### src/rtl/ser_pkg.sv
// Shared definitions for the two-lane sample serializer.
// Assumes nothing beyond a 1-bit word-format selector.
package ser_pkg;

    // Word format: wide words end with a zero pad slot, narrow words do not.
    typedef enum logic {
        FMT_WIDE   = 1'b0,
        FMT_NARROW = 1'b1
    } fmt_e;

endpackage

### src/rtl/ser_slot_timer.sv
// Slot timer: counts bit slots inside a word, flags the last slot, tracks
// the even/odd word phase and derives the frame marker from both.
// Assumes fmt only changes while rst_n is low.
module ser_slot_timer
    import ser_pkg::*;
#(
    parameter int DATA_W = 12,
    parameter int CNT_W  = $clog2(DATA_W / 2 + 2)
) (
    input  logic             clk,
    input  logic             rst_n,
    input  fmt_e             fmt,
    output logic [CNT_W-1:0] cnt,
    output logic             wrap,
    output logic             frame
);
    localparam int SLOTS_WIDE   = DATA_W / 2 + 2;
    localparam int SLOTS_NARROW = DATA_W / 2 + 1;
    localparam logic [CNT_W-1:0] LAST_WIDE   = CNT_W'(SLOTS_WIDE - 1);
    localparam logic [CNT_W-1:0] LAST_NARROW = CNT_W'(SLOTS_NARROW - 1);
    localparam logic [CNT_W-1:0] HALF_WIDE   = CNT_W'(SLOTS_WIDE / 2);

    logic             odd_word;
    logic [CNT_W-1:0] last_slot;

    // Last slot index of the selected format.
    always_comb last_slot = (fmt == FMT_NARROW) ? LAST_NARROW : LAST_WIDE;

    assign wrap = (cnt == last_slot);

    // Slot counter and word-phase flag.
    always_ff @(posedge clk) begin
        if (!rst_n) begin
            cnt      <= '0;
            odd_word <= 1'b0;
        end else if (wrap) begin
            cnt      <= '0;
            odd_word <= ~odd_word;
        end else begin
            cnt      <= cnt + 1'b1;
        end
    end

    // Frame marker: half-word in wide format, whole word pairs in narrow.
    always_comb frame = (fmt == FMT_NARROW) ? ~odd_word : (cnt < HALF_WIDE);

    // slot counter never passes the selected word length
    a_r6_slot_bound: assert property (@(posedge clk) disable iff (!rst_n)
        cnt <= last_slot);

    // in narrow format the marker only moves across a word boundary
    a_r8_frame_hold: assert property (@(posedge clk) disable iff (!rst_n)
        (fmt == FMT_NARROW && !$past(wrap)) |-> $stable(frame));

    // in wide format the marker drops exactly at the half-word slot
    a_r7_frame_half: assert property (@(posedge clk) disable iff (!rst_n)
        (fmt == FMT_WIDE && $fell(frame)) |-> cnt == HALF_WIDE);

endmodule

### src/rtl/ser_sample_pipe.sv
// Sample pipe: holds the latest sample offered in the current word and moves
// it one stage per word period through a delay line of DEPTH stages.
// Entry layout is {valid, ovr, data}. A strobe in the shift cycle goes
// straight into the first stage. Assumes DEPTH >= 1.
module ser_sample_pipe #(
    parameter int DATA_W = 12,
    parameter int DEPTH  = 5,
    parameter int EW     = DATA_W + 2
) (
    input  logic              clk,
    input  logic              rst_n,
    input  logic              shift,
    input  logic              in_valid,
    input  logic [DATA_W-1:0] in_data,
    input  logic              in_ovr,
    output logic [EW-1:0]     out_entry
);
    logic [EW-1:0] hold;
    logic [EW-1:0] next_entry;
    logic [EW-1:0] stg [DEPTH];

    // Entry entering the delay line at a word boundary.
    always_comb next_entry = in_valid ? {1'b1, in_ovr, in_data} : hold;

    // Holding register: last strobe wins, emptied at each boundary.
    always_ff @(posedge clk) begin
        if (!rst_n)        hold <= '0;
        else if (shift)    hold <= '0;
        else if (in_valid) hold <= {1'b1, in_ovr, in_data};
    end

    // First delay stage takes the word's sample at the boundary.
    always_ff @(posedge clk) begin
        if (!rst_n)     stg[0] <= '0;
        else if (shift) stg[0] <= next_entry;
    end

    for (genvar i = 1; i < DEPTH; i++) begin : g_stage
        // Later delay stage advances one word per boundary.
        always_ff @(posedge clk) begin
            if (!rst_n)     stg[i] <= '0;
            else if (shift) stg[i] <= stg[i-1];
        end
    end

    assign out_entry = stg[DEPTH-1];

    // delay line output only moves at a word boundary
    a_r9_pipe_still: assert property (@(posedge clk) disable iff (!rst_n)
        !$past(shift) |-> $stable(out_entry));

    // a strobe in the boundary cycle lands in the first stage
    a_r9_boundary_take: assert property (@(posedge clk) disable iff (!rst_n)
        (shift && in_valid) |=> stg[0] == {1'b1, $past(in_ovr), $past(in_data)});

endmodule

### src/rtl/ser_lane_mux.sv
// Lane multiplexer: latches the outgoing word at each boundary and picks,
// per slot, the odd/even data bit pair, the overrange flag or the pad.
// Assumes the slot counter restarts at 0 the cycle after load.
module ser_lane_mux
    import ser_pkg::*;
#(
    parameter int DATA_W = 12,
    parameter int CNT_W  = $clog2(DATA_W / 2 + 2),
    parameter int EW     = DATA_W + 2
) (
    input  logic             clk,
    input  logic             rst_n,
    input  logic             load,
    input  logic [EW-1:0]    entry,
    input  logic [CNT_W-1:0] cnt,
    input  fmt_e             fmt,
    output logic             lane_a,
    output logic             lane_b,
    output logic             live
);
    localparam int PAIRS = DATA_W / 2;
    localparam logic [CNT_W-1:0] FLAG_SLOT = CNT_W'(PAIRS);
    localparam logic [CNT_W-1:0] PAD_SLOT  = CNT_W'(PAIRS + 1);

    logic [EW-1:0]     word_q;
    logic [DATA_W-1:0] shifted;

    // Outgoing word register, refreshed at every boundary.
    always_ff @(posedge clk) begin
        if (!rst_n)    word_q <= '0;
        else if (load) word_q <= entry;
    end

    // Align the current bit pair to the top of the data field.
    always_comb shifted = word_q[DATA_W-1:0] << {cnt, 1'b0};

    // Slot content selection.
    always_comb begin
        live   = word_q[EW-1];
        lane_a = 1'b0;
        lane_b = 1'b0;
        if (live) begin
            if (cnt < FLAG_SLOT) begin
                lane_a = shifted[DATA_W-1];
                lane_b = shifted[DATA_W-2];
            end else if (cnt == FLAG_SLOT) begin
                lane_a = word_q[DATA_W];
                lane_b = word_q[DATA_W];
            end
        end
    end

    // pad slot of a wide word is zero on both lanes
    a_r5_pad_zero: assert property (@(posedge clk) disable iff (!rst_n)
        (fmt == FMT_WIDE && cnt == PAD_SLOT) |-> (!lane_a && !lane_b));

    // both lanes agree in the flag slot
    a_r4_flag_match: assert property (@(posedge clk) disable iff (!rst_n)
        (cnt == FLAG_SLOT) |-> (lane_a == lane_b));

    // an empty word keeps both lanes quiet
    a_r10_idle_quiet: assert property (@(posedge clk) disable iff (!rst_n)
        !live |-> (!lane_a && !lane_b));

endmodule

### src/rtl/dual_lane_serializer.sv
// Two-lane interleaved sample serializer top. Splits each sample into odd
// and even bit lanes, adds an overrange flag slot and, in wide format, a
// pad slot, and drives a frame marker. Output lags input by LATENCY words.
// Assumes fmt_sel is static outside reset and LATENCY >= 2.
module dual_lane_serializer
    import ser_pkg::*;
#(
    parameter int DATA_W  = 12,
    parameter int LATENCY = 6
) (
    input  logic              clk,
    input  logic              rst_n,
    input  logic              fmt_sel,
    input  logic              smp_valid,
    input  logic [DATA_W-1:0] smp_data,
    input  logic              smp_ovr,
    output logic              lane_a,
    output logic              lane_b,
    output logic              frame,
    output logic              bit_en
);
    localparam int CNT_W = $clog2(DATA_W / 2 + 2);
    localparam int EW    = DATA_W + 2;
    localparam int DEPTH = LATENCY - 1;

    fmt_e             fmt;
    logic [CNT_W-1:0] cnt;
    logic             wrap;
    logic [EW-1:0]    pipe_out;

    assign fmt = fmt_e'(fmt_sel);

    ser_slot_timer #(.DATA_W(DATA_W), .CNT_W(CNT_W)) u_timer (
        .clk   (clk),
        .rst_n (rst_n),
        .fmt   (fmt),
        .cnt   (cnt),
        .wrap  (wrap),
        .frame (frame)
    );

    ser_sample_pipe #(.DATA_W(DATA_W), .DEPTH(DEPTH), .EW(EW)) u_pipe (
        .clk       (clk),
        .rst_n     (rst_n),
        .shift     (wrap),
        .in_valid  (smp_valid),
        .in_data   (smp_data),
        .in_ovr    (smp_ovr),
        .out_entry (pipe_out)
    );

    ser_lane_mux #(.DATA_W(DATA_W), .CNT_W(CNT_W), .EW(EW)) u_mux (
        .clk    (clk),
        .rst_n  (rst_n),
        .load   (wrap),
        .entry  (pipe_out),
        .cnt    (cnt),
        .fmt    (fmt),
        .lane_a (lane_a),
        .lane_b (lane_b),
        .live   (bit_en)
    );

    // one edge of reset leaves the outputs quiet with the marker high
    a_r1_reset_quiet: assert property (@(posedge clk)
        !rst_n |=> (!lane_a && !lane_b && !bit_en && frame));

endmodule

### config.mk
export PLATFORM = sky130hd
export DESIGN_NAME = dual_lane_serializer
export DESIGN_NICKNAME = d
export VERILOG_FILES = /design/src/rtl/ser_pkg.sv /design/src/rtl/ser_slot_timer.sv /design/src/rtl/ser_sample_pipe.sv /design/src/rtl/ser_lane_mux.sv /design/src/rtl/dual_lane_serializer.sv
export SDC_FILE = /design/constraint.sdc
export NUM_CORES = 1
export LEC_CHECK = 0
export ABC_AREA = 1
export BUFFER_PORTS_ARGS = -buffer_cell sky130_fd_sc_hd__buf_2
export CORE_ASPECT_RATIO = 0.6
export CORE_UTILIZATION = 40
export CTS_CLUSTER_SIZE = 8
export DETAILED_ROUTE_END_ITERATION = 12
export GPL_ROUTABILITY_DRIVEN = 0
export GPL_TIMING_DRIVEN = 0
export SYNTH_ARGS = -nofsm -noshare
export SYNTH_HDL_FRONTEND = slang
export SYNTH_SLANG_ARGS = --single-unit
### constraint.sdc
create_clock -name clk -period 3.1 [get_ports clk]
set_input_delay 0.465 -clock clk [delete_from_list [all_inputs] [get_ports clk]]
set_output_delay 0.465 -clock clk [all_outputs]
set_load 0.02 [all_outputs]
==> key figures, run 1 <==
Die
  • Chip height: 78.74 µm
  • Die width: 129.9 µm
  • Initial core utilization: 41.96%
  • Die area: 10,230 µm²
  • Io pins: 21
  • # rows: 27
  • Core region area: 9358 µm²

Setup path
  • Crit start category: register
  • Crit Path Category: register to output port
  • Worst Path Arrival: 1.65 ns
  • Worst Path Max Fanout: 9
  • WP data required: 2.63 ns
  • Crit path capture type: output port

Detailed routing
  • Total Wirelength: 5.120 mm
  • Router iterations before antenna repair: 4
  • DRC viols: 0
  • Total number of vias: 2,103
  • Routed vias/inst: 3.968
  • Wirelength per Cell: 9.660 µm
  • Antenna Violating Nets Remaining: 0
  • Iter 0 DRT Violations: 102

Clock tree
  • Hold buffers post-CTS: 0
  • Clk buf depth: 2
  • Post-CTS setup buffer count: 0
  • CTS tree: done
  • H-tree levels: 3
  • Reg clk slew, reported paths: 0.07 ns
  • Clk sinks: 102
  • Resize count post-CTS: 0
  • Clock tree root buffer cell: clkbuf_16
  • Cts bufs inserted: 9
  • Clk_lat worst skew: 0.34 ns

Synth
  • Avg Cell Area, Syn: 10.76 µm²
  • Largest family of logic cells by synthesized area: simple AND/OR/NAND/NOR gates
  • Compound-Gate Fraction of Synth Area: 3.027%
  • Sequential-to-total area share from yosys stat: 69.85%
  • Yosys warns: 0
  • Xor-xnor portion of the synthesized cell area: 0.2231%
  • Seq cells post-synth: 102
  • Syn Inst Count: 365
  • Mux contribution to synthesized area: 3.314%
  • Synth Area in Adders: 0.3187%
  • Ys async rst share: 0%
  • Post-synthesis simple-gate area fraction: 13.54%
  • Synth Flop Type: edfxtp_1
  • Netlist Area Pre-Place: 3926 µm²
  • Distinct cells, synth: 22
  • Post-synth EDFFs: 70
  • Net Count, Synth: 383

Cells and area
  • Layout cell share with drive strength beyond 1: 14.25%
  • Most frequent cells in the layout: nor2_1, inv_1, edfxtp_1
  • Antenna Cells: 0
  • Area growth from synthesis to layout: 13.61%
  • # nets final: 413
  • Fillers: 874
  • Commonest non-fill, non-tap cell in the layout: nor2_1

Timing
  • Unrepaired setup endpoints after global routing: false
  • Post-route minimum period: 2.115 ns
  • Final setup skew: 0.005503 ns
  • Slew headroom: 36.30%
  • Hold Vio Cnt, Final: 0
  • Post-route setup slack: 0.9852 ns
  • TNS Setup: 0 ns
  • Max-slew violations: 0
  • Fin Hold WS: 0.3963 ns
  • Fmax: 472.9 MHz
  • Fin crit share: 68.22%
  • Endpoints failing setup: 0
  • Worst Tran Pin Value: 0.9556 ns

Run
  • Max-cap violation count: 0

Outcome
  • Status: finished clean

Power and ir drop
  • Lkg Pwr: 1.862 nW
  • Total power: 0.002655 W
  • Peak VDD IR: 267.0 µV
  • Power per cell area: 595.2 nW/µm²

Global route
  • Gr usage total: 11.51%
  • Initial antenna violation count: 0
  • First-pass GRT wire length: 8.549 mm
  • Vias in the first global route: 1,870
  • Grt total ovfl: 0
  • Pin count of the biggest net entering global routing: 80

Placement
  • HPWL after DPL: 3.338 mm
  • Number of port buffers: 19
  • Pre-CTS WS: 0.9409 ns

Min path
  • Worst Hold Class: input pin to register
-- area by class of cell --
cell class | instances | area [µm²] | area share (%)
Sequential cell | 102 | 2743 | 61.49
Inverter | 79 | 296.5 | 6.648
Tap cell | 130 | 162.7 | 3.647
Multi-Input combinational cell | 170 | 802.0 | 17.98
Buffer | 14 | 87.58 | 1.964
Clock inverter | 7 | 48.80 | 1.094
Clock buffer | 9 | 225.2 | 5.049
Timing Repair Buffer | 19 | 95.09 | 2.132
-- state kept, by name, indices dropped and copies added (netlist names) --
register	flops
u_pipe.stg	70
u_mux.word_q	14
u_pipe.hold	14
u_timer.cnt	3
u_timer.odd_word	1
-- synth_stat cells (2+ instances only) --
cell	count	area (µm²)
nand2_2	2	12.51
nor2_1	85	319.1
buf_2	11	55.05
o21ai_1	10	50.05
nand2_1	38	142.6
o21ai_0	2	10.01
nand3_1	7	35.03
mux2i_1	13	130.1
a21oi_2	2	17.52
o21ai_2	3	26.28
dfxtp_1	32	640.6
inv_1	78	292.8
edfxtp_1	70	2102
a21oi_1	3	15.01
buf_6	2	22.52
-- metrics by stage --
| stage | instances | util [%] | area (µm²) |
|---|---|---|---|
| CTS | 530 | 47.67 | 4461 |
| global route | 530 | 47.67 | 4461 |
| global placement | 514 | 44.71 | 4184 |
| floorplan | 365 | - | 3926 |
| detailed placement | 514 | 44.74 | 4187 |
| finish | 530 | 47.67 | 4461 |
-- worst max-delay path, cell delays in order, from the launching register on --
cell and delay, ns:
dfxtp_1 0.34, buf_2 0.21, inv_1 0.16, nand2_1 0.10, nand3_1 0.07, nand2_1 0.08, nand2_1 0.05, a21oi_1 0.13
buf_2 0.18
-- power by group --
part	switching, W	leakage [nW]	internal (W)	total, W
Combinational	0.0000736	0.740	0.0000389	0.000113
Sequential	0.0000156	0.985	0.00150	0.00152
Clock	0.000478	0.138	0.000546	0.00102
-- worst paths after layout --
kind / startpoint / end / slack [ns] / cells after the start
max: u_timer.cnt[0]$_SDFF_PP0_ / lane_a / 0.99 / 8
min: smp_data[10] / u_pipe.hold[10]$_SDFF_PP0_ / 0.40 / 3
max reg2reg: u_timer.cnt[0]$_SDFF_PP0_ / u_pipe.stg[0][10]$_SDFFCE_PN0P_ / 1.03 / 5
min reg2reg: u_pipe.stg[4][12]$_SDFFCE_PN0P_ / u_mux.word_q[12]$_SDFFE_PN0N_ / 0.44 / 2
-- layer usage --
metal / vias up / part of all wire [%] / GRT usage [%]
met4: 0 / 1.3 / 3.837
met2: 31 / 40 / 16.31
met5: - / 0 / 0
met1: 878 / 53 / 14.60
met3: 9 / 5.9 / 6.671
li1: 1185 / - / -
-- cell families (layout without fill, tap and decap cells) --
| logic type | after synthesis | count (layout) |
|---|---|---|
| buf+inv | 93 | 128 |
| simple gates | 135 | 135 |
| flops | 102 | 102 |
| xor+xnor | 1 | 1 |
| compound gates | 20 | 20 |
| fa+ha+maj | 1 | 1 |
| mux | 13 | 13 |
Power figures use the tool's default switching activity.
==> run 2: changes to the inputs <==
==> constraint.sdc (replaced) <==
create_clock -name clk -period 2.05 [get_ports clk]
set_input_delay 0.3075 -clock clk [delete_from_list [all_inputs] [get_ports clk]]
set_output_delay 0.3075 -clock clk [all_outputs]
set_load 0.02 [all_outputs]
==> run 2 against run 1 <==
- combinational power rose by 50%
- routed wire length is 3.1% higher
- sequential power is 51% higher
- global-route usage is 0.22 points higher
- worst setup slack got worse by 0.79 ns
- final cell count stayed put
- total power rose by 61%
- sequential cell count stayed put
- worst hold slack got worse by 0.15 ns
- clock-buffer cell count is 5 higher
- final area rose by 1.4%
- largest power group unchanged
==> key figures, run 2 (same netlist as run 1, synthesis figures left out) <==
Outcome
  • Status: finished clean

Setup path
  • Worst Path Max Fanout: 79 (+70)
  • Crit-path slowest cell: buf_6
  • R2R Path Start: u_timer.cnt[1]$_SDFF_PP0_
  • Crit Path Category: register to register
  • WP data required: 2.02 ns (-0.61 ns)
  • Crit path capture type: register
  • CP most frequent cell: nand2_2
  • Critical Path Max Stage Delay: 0.53 ns (+0.19 ns)
  • Worst Path Arrival: 1.83 ns (+0.18 ns)
  • R2R Setup Slk: 0.19 ns (-0.84 ns)
  • R2R Path End: u_pipe.stg[0][6]$_SDFFCE_PN0P_
  • R2R cell count: 5 (unchanged)
  • Worst setup path end: u_pipe.stg[0][6]$_SDFFCE_PN0P_
  • CP Cell Sequence: nand2_1, a21oi_2, nand2_2, nand2_2, buf_6
  • Crit start category: register
  • Crit path launch: u_timer.cnt[1]$_SDFF_PP0_

Clock tree
  • Clk_lat worst skew: 0.34 ns (about the same)
  • CTS tree: done
  • Post-CTS setup buffer count: 0 (unchanged)
  • H-tree levels: 3 (unchanged)
  • Cts bufs inserted: 9 (unchanged)
  • Clk sinks: 102 (unchanged)
  • Clk buf depth: 2 (unchanged)
  • Reg clk slew, reported paths: 0.06 ns (about the same)
  • Clock tree root buffer cell: clkbuf_16

Timing
  • Final setup skew: 0.006886 ns (+0.001383 ns)
  • Hold Vio Cnt, Final: 0 (unchanged)
  • Post-route setup slack: 0.1911 ns (-0.7941 ns)
  • Worst Tran Pin Value: 0.6803 ns (-0.2753 ns)
  • TNS Setup: 0 ns (unchanged)
  • Post-route minimum period: 1.859 ns
  • Fin crit share: 90.68%
  • Endpoints failing setup: 0 (unchanged)
  • Unrepaired setup endpoints after global routing: false
  • Slew headroom: 54.65% (+18 points)
  • Fmax: 538.0 MHz
  • Max-slew violations: 0 (unchanged)

Die
  • Initial core utilization: 41.96% (unchanged)
  • Io pins: 21 (unchanged)
  • Core region area: 9358 µm² (unchanged)
  • # rows: 27 (unchanged)
  • Die area: 10,230 µm² (unchanged)
  • Die width: 129.9 µm (unchanged)
  • Chip height: 78.74 µm (unchanged)

Detailed routing
  • DRC viols: 0 (unchanged)
  • Routed vias/inst: 4.002 (+0.86%)
  • Router iterations before antenna repair: 5 (+1)
  • Wirelength per Cell: 9.962 µm (+3.1%)
  • Iter 0 DRT Violations: 97 (-4.9%)
  • Antenna Violating Nets Remaining: 0 (unchanged)
  • Total Wirelength: 5.280 mm (+3.1%)
  • Total number of vias: 2,121 (+0.86%)

Placement
  • Pre-CTS WS: -0.02529 ns (-0.9662 ns)
  • HPWL after DPL: 3.357 mm (+0.57%)
  • Number of port buffers: 19 (unchanged)

Cells and area
  • # nets final: 413 (unchanged)
  • Area growth from synthesis to layout: 15.17%
  • Layout cell share with drive strength beyond 1: 14.25% (unchanged)
  • Biggest regs: u_pipe.stg (70), u_mux.word_q (14), u_pipe.hold (14)
  • Max reg flops: 70 (unchanged)
  • Commonest non-fill, non-tap cell in the layout: nor2_1
  • Antenna Cells: 0 (unchanged)
  • Most frequent cells in the layout: nor2_1, inv_1, edfxtp_1
  • Reg with most FFs: u_pipe.stg

Power and ir drop
  • P_int: 0.003457 W (+66%)
  • Total power: 0.004276 W (+61%)
  • Peak VDD IR: 486.1 µV (+82%)
  • P_sw: 0.0008190 W (+44%)
  • Switching Share: 19.15% (-2.2 points)
  • Lkg Pwr: 1.889 nW (+1.4%)
  • Power per cell area: 945.7 nW/µm² (+59%)
  • Combinational Power Share: 4.0% (-0.2 points)
  • Flop pwr share: 53.7% (-3.5 points)
  • Clock power share: 42.3% (+3.7 points)

Min path
  • Worst Hold Class: input pin to register

Global route
  • Pin count of the biggest net entering global routing: 80 (unchanged)
  • Vias in the first global route: 1,991 (+6.5%)
  • Gr usage total: 11.73% (+0.22 points)
  • First-pass GRT wire length: 8.832 mm (+3.3%)
  • Initial antenna violation count: 0 (unchanged)
  • Grt total ovfl: 0 (unchanged)

Run
  • Max-cap violation count: 0 (unchanged)
run 2: how the worst min path moves through the flow:
stage	from	to	cells past startpoint
2_1_floorplan	u_pipe.stg[4][12]$_SDFFCE_PN0P_	u_mux.word_q[12]$_SDFFE_PN0N_	2
3_3_place_gp	u_pipe.stg[4][12]$_SDFFCE_PN0P_	u_mux.word_q[12]$_SDFFE_PN0N_	2
3_5_place_dp	u_pipe.stg[4][12]$_SDFFCE_PN0P_	u_mux.word_q[12]$_SDFFE_PN0N_	2
4_1_cts	smp_data[10]	u_pipe.hold[10]$_SDFF_PP0_	3
5_1_grt	rst_n	u_timer.cnt[0]$_SDFF_PP0_	3
6_report	smp_data[1]	u_pipe.hold[1]$_SDFF_PP0_	3
run 2: layout make-up:
cell class	instances	area, µm²
sequential	102	2743
timing repair buffer	19	95.09
clock inverter	2	35.03
inverter	79	296.5
clock buffer	14	296.5
multi-input combinational	170	802.0
fill	870	4836
tap	130	162.7
buffer	14	91.34
run 2: stage by stage:
stage / hold WS, ns / instance area, µm² / instances / utilization [%]
after floorplan: 0.4119 / 3929 / 365 / -
after global placement: 0.4277 / 4187 / 514 / 44.74
after detailed placement: 0.4398 / 4187 / 514 / 44.74
after CTS: 0.2361 / 4522 / 530 / 48.32
after global routing: 0.2529 / 4522 / 530 / 48.32
final: 0.2452 / 4522 / 530 / 48.32
run 2: per-layer routing:
metal / share of wire, % / GRT usage, %
met2: 40 / 17.97
met4: 2.0 / 5.930
met5: 0 / 0
met1: 53 / 14.28
met3: 4.8 / 4.852
run 2: worst max-delay path: cells and delay by family, from the launching register on:
kind / cells / cell delay, ns
flops: 1 / 0.43
compound gates: 1 / 0.16
simple gates: 3 / 0.30
buf+inv: 1 / 0.53
run 2: power by group through the flow:
stage,clock (W),combinational (W),sequential [W]
after CTS,0.00186,0.000173,0.00230
after floorplan,0,0.000126,0.00233
after global routing,0.00192,0.000195,0.00230
after global placement,0,0.000169,0.00234
after detailed placement,0,0.000172,0.00234
final,0.00181,0.000170,0.00230
run 2: repair_timing:
item | CTS | global route
endpoints found under the setup margin | 70 | 2
resized for setup | 1 | 1
hold buffers | 0 | 0
cloned | 0 | 0
==> run 3: changes to the inputs <==
--- a/config.mk
+++ b/config.mk
@@ -7,12 +7,17 @@
 export LEC_CHECK = 0
 export ABC_AREA = 1
 export BUFFER_PORTS_ARGS = -buffer_cell sky130_fd_sc_hd__buf_2
+export CELL_PAD_IN_SITES_DETAIL_PLACEMENT = 1
+export CELL_PAD_IN_SITES_GLOBAL_PLACEMENT = 1
 export CORE_ASPECT_RATIO = 0.6
 export CORE_UTILIZATION = 40
 export CTS_CLUSTER_SIZE = 8
 export DETAILED_ROUTE_END_ITERATION = 12
 export GPL_ROUTABILITY_DRIVEN = 0
 export GPL_TIMING_DRIVEN = 0
+export PLACE_DENSITY_LB_ADDON = 0.1
+export SKIP_LAST_GASP = 1
 export SYNTH_ARGS = -nofsm -noshare
 export SYNTH_HDL_FRONTEND = slang
 export SYNTH_SLANG_ARGS = --single-unit
+export TNS_END_PERCENT = 30
==> run 3 against run 2 <==
- clock skew rose by 0.0024 ns
- sequential share of layout area rose by 0.76 points
- combinational power rose by 7%
- largest cell class unchanged
- critical path type is now register to output port
==> key figures, run 3 (same netlist as run 1, synthesis figures left out) <==
Power and ir drop
  • P_int: 0.003153 W (-8.8%)
  • Lkg Pwr: 1.855 nW (-1.8%)
  • Switching Share: 21.02% (+1.9 points)
  • Combinational Power Share: 4.6% (+0.6 points)
  • Power per cell area: 894.0 nW/µm² (-5.5%)
  • Flop pwr share: 57.6% (+3.9 points)
  • Clock power share: 37.8% (-4.5 points)
  • P_sw: 0.0008392 W (+2.5%)
  • Peak VDD IR: 406.2 µV (-16%)

Clock tree
  • Cts bufs inserted: 9 (unchanged)
  • Clock tree root buffer cell: clkbuf_16
  • CTS tree: done
  • Clk sinks: 102 (unchanged)
  • Clk buf depth: 2 (unchanged)
  • Reg clk slew, reported paths: 0.07 ns (about the same)
  • H-tree levels: 3 (unchanged)
  • Hold buffers post-CTS: 0 (unchanged)
  • Clk_lat worst skew: 0.34 ns (about the same)

Global route
  • Pin count of the biggest net entering global routing: 80 (unchanged)
  • First-pass GRT wire length: 11.67 mm (+32%)
  • Grt total ovfl: 0 (unchanged)
  • Gr usage total: 15.47% (+3.7 points)
  • Vias in the first global route: 2,503 (+26%)
  • Initial antenna violation count: 0 (unchanged)

Detailed routing
  • Wirelength per Cell: 12.64 µm (+27%)
  • DRC viols: 0 (unchanged)
  • Total Wirelength: 6.714 mm (+27%)
  • Iter 0 DRT Violations: 111 (+14%)
  • Routed vias/inst: 4.420 (+10%)
  • Antenna Violating Nets Remaining: 0 (unchanged)
  • Total number of vias: 2,347 (+11%)
  • Router iterations before antenna repair: 4 (-1)

Cells and area
  • Layout Cells excl Fill: 531 (+0.19%)
  • Max reg flops: 70 (unchanged)
  • Layout cell share with drive strength beyond 1: 13.72% (-0.53 points)
  • Area growth from synthesis to layout: 13.73%
  • Core Util, Final: 47.72% (-0.60 points)
  • Commonest non-fill, non-tap cell in the layout: nor2_1
  • # nets final: 414 (+0.24%)
  • Most frequent cells in the layout: nor2_1, inv_1, edfxtp_1
  • Antenna Cells: 0 (unchanged)
  • Reg with most FFs: u_pipe.stg
  • Biggest regs: u_pipe.stg (70), u_mux.word_q (14), u_pipe.hold (14)

Run
  • Max-cap violation count: 0 (unchanged)

Setup path
  • Worst Path Arrival: 1.60 ns (-0.23 ns)
  • Crit path capture type: output port
  • WP data required: 1.74 ns (-0.28 ns)
  • Crit start category: register
  • Worst Path Max Fanout: 9 (-89%)
  • Crit Path Category: register to output port

Timing
  • Endpoints failing setup: 0 (unchanged)
  • Final setup skew: 0.009300 ns (+0.002413 ns)
  • Fin crit share: 93.11% (+2.4 points)
  • Fmax: 523.9 MHz (-2.6%)
  • Hold Vio Cnt, Final: 0 (unchanged)
  • Slew headroom: 61.30% (+6.7 points)
  • Unrepaired setup endpoints after global routing: true
  • Worst Tran Pin Value: 0.5805 ns (-0.09982 ns)
  • Fin Hold WS: 0.2423 ns (-0.002874 ns)
  • Post-route minimum period: 1.909 ns (+0.04992 ns)
  • Max-slew violations: 0 (unchanged)
  • Post-route setup slack: 0.1412 ns (-0.04992 ns)

Die
  • Initial core utilization: 41.96% (unchanged)
  • Die area: 10,230 µm² (unchanged)
  • Die width: 129.9 µm (unchanged)
  • # rows: 27 (unchanged)
  • Io pins: 21 (unchanged)
  • Chip height: 78.74 µm (unchanged)
  • Core region area: 9358 µm² (unchanged)

Outcome
  • Status: finished clean

Placement
  • Placed insts: 514 (unchanged)
  • HPWL after DPL: 4.448 mm (+33%)
  • Number of port buffers: 19 (unchanged)
  • Pre-CTS WS: -0.1364 ns (-0.1111 ns)

Min path
  • Worst Hold Class: input pin to register
## run 3: final timing paths
path                                   start  slack (ns)  cells after the start                              end
max                u_timer.cnt[0]$_SDFF_PP0_        0.14                      8                           lane_b
min                              smp_data[9]        0.24                      3        u_pipe.hold[9]$_SDFF_PP0_
max reg2reg        u_timer.cnt[1]$_SDFF_PP0_        0.18                      5  u_pipe.stg[4][13]$_SDFFCE_PN0P_
min reg2reg  u_pipe.stg[4][12]$_SDFFCE_PN0P_        0.44                      2    u_mux.word_q[12]$_SDFFE_PN0N_
## run 3: routing by layer
metal,track usage (%),up-vias,routed length (µm)
met1,18.91,1128,3336
met5,0,-,0
met4,6.047,0,102
met2,25.51,19,3061
li1,-,1190,-
met3,4.987,10,214
## run 3: worst max-delay path, cell delays in order, from the launching register on
cell and delay (ns):
dfxtp_1 0.33, buf_6 0.15, clkinvlp_4 0.12, buf_4 0.13, nand4_1 0.10, nand2_1 0.09, inv_1 0.04, a21oi_1 0.13
buf_2 0.18
## run 3: power by group through the flow
stage | sequential, W | clock [W] | combinational (W)
after floorplan | 0.00233 | 0 | 0.000126
after global routing | 0.00231 | 0.00163 | 0.000209
after global placement | 0.00234 | 0 | 0.000173
final | 0.00230 | 0.00151 | 0.000182
after CTS | 0.00230 | 0.00156 | 0.000181
after detailed placement | 0.00235 | 0 | 0.000179
## run 3: cell type report
type,instances,area [µm²]
Clock buffer,13,240.2
Sequential cell,102,2743
Buffer,14,101.3
Fill cell,1067,4892
Tap cell,130,162.7
Inverter,79,300.3
Clock inverter,3,13.76
Timing Repair Buffer,20,102.6
Multi-Input combinational cell,170,802.0
## run 3: metrics by stage
| step | instance area, µm² | TNS (ns) | power [W] |
|---|---|---|---|
| after floorplan | 3929 | 0 | 0.002460 |
| after global placement | 4187 | -5.364 | 0.002515 |
| after detailed placement | 4187 | -9.450 | 0.002526 |
| after CTS | 4444 | 0 | 0.004045 |
| after global routing | 4466 | -0.03003 | 0.004146 |
| final | 4466 | 0 | 0.003992 |
## run 3: timing repair
action | 4_1_cts | 5_1_grt
cloned | 0 | 0
buffers inserted | 0 | 1
resized for setup | 1 | 6
endpoints found under the setup margin | 70 | 72
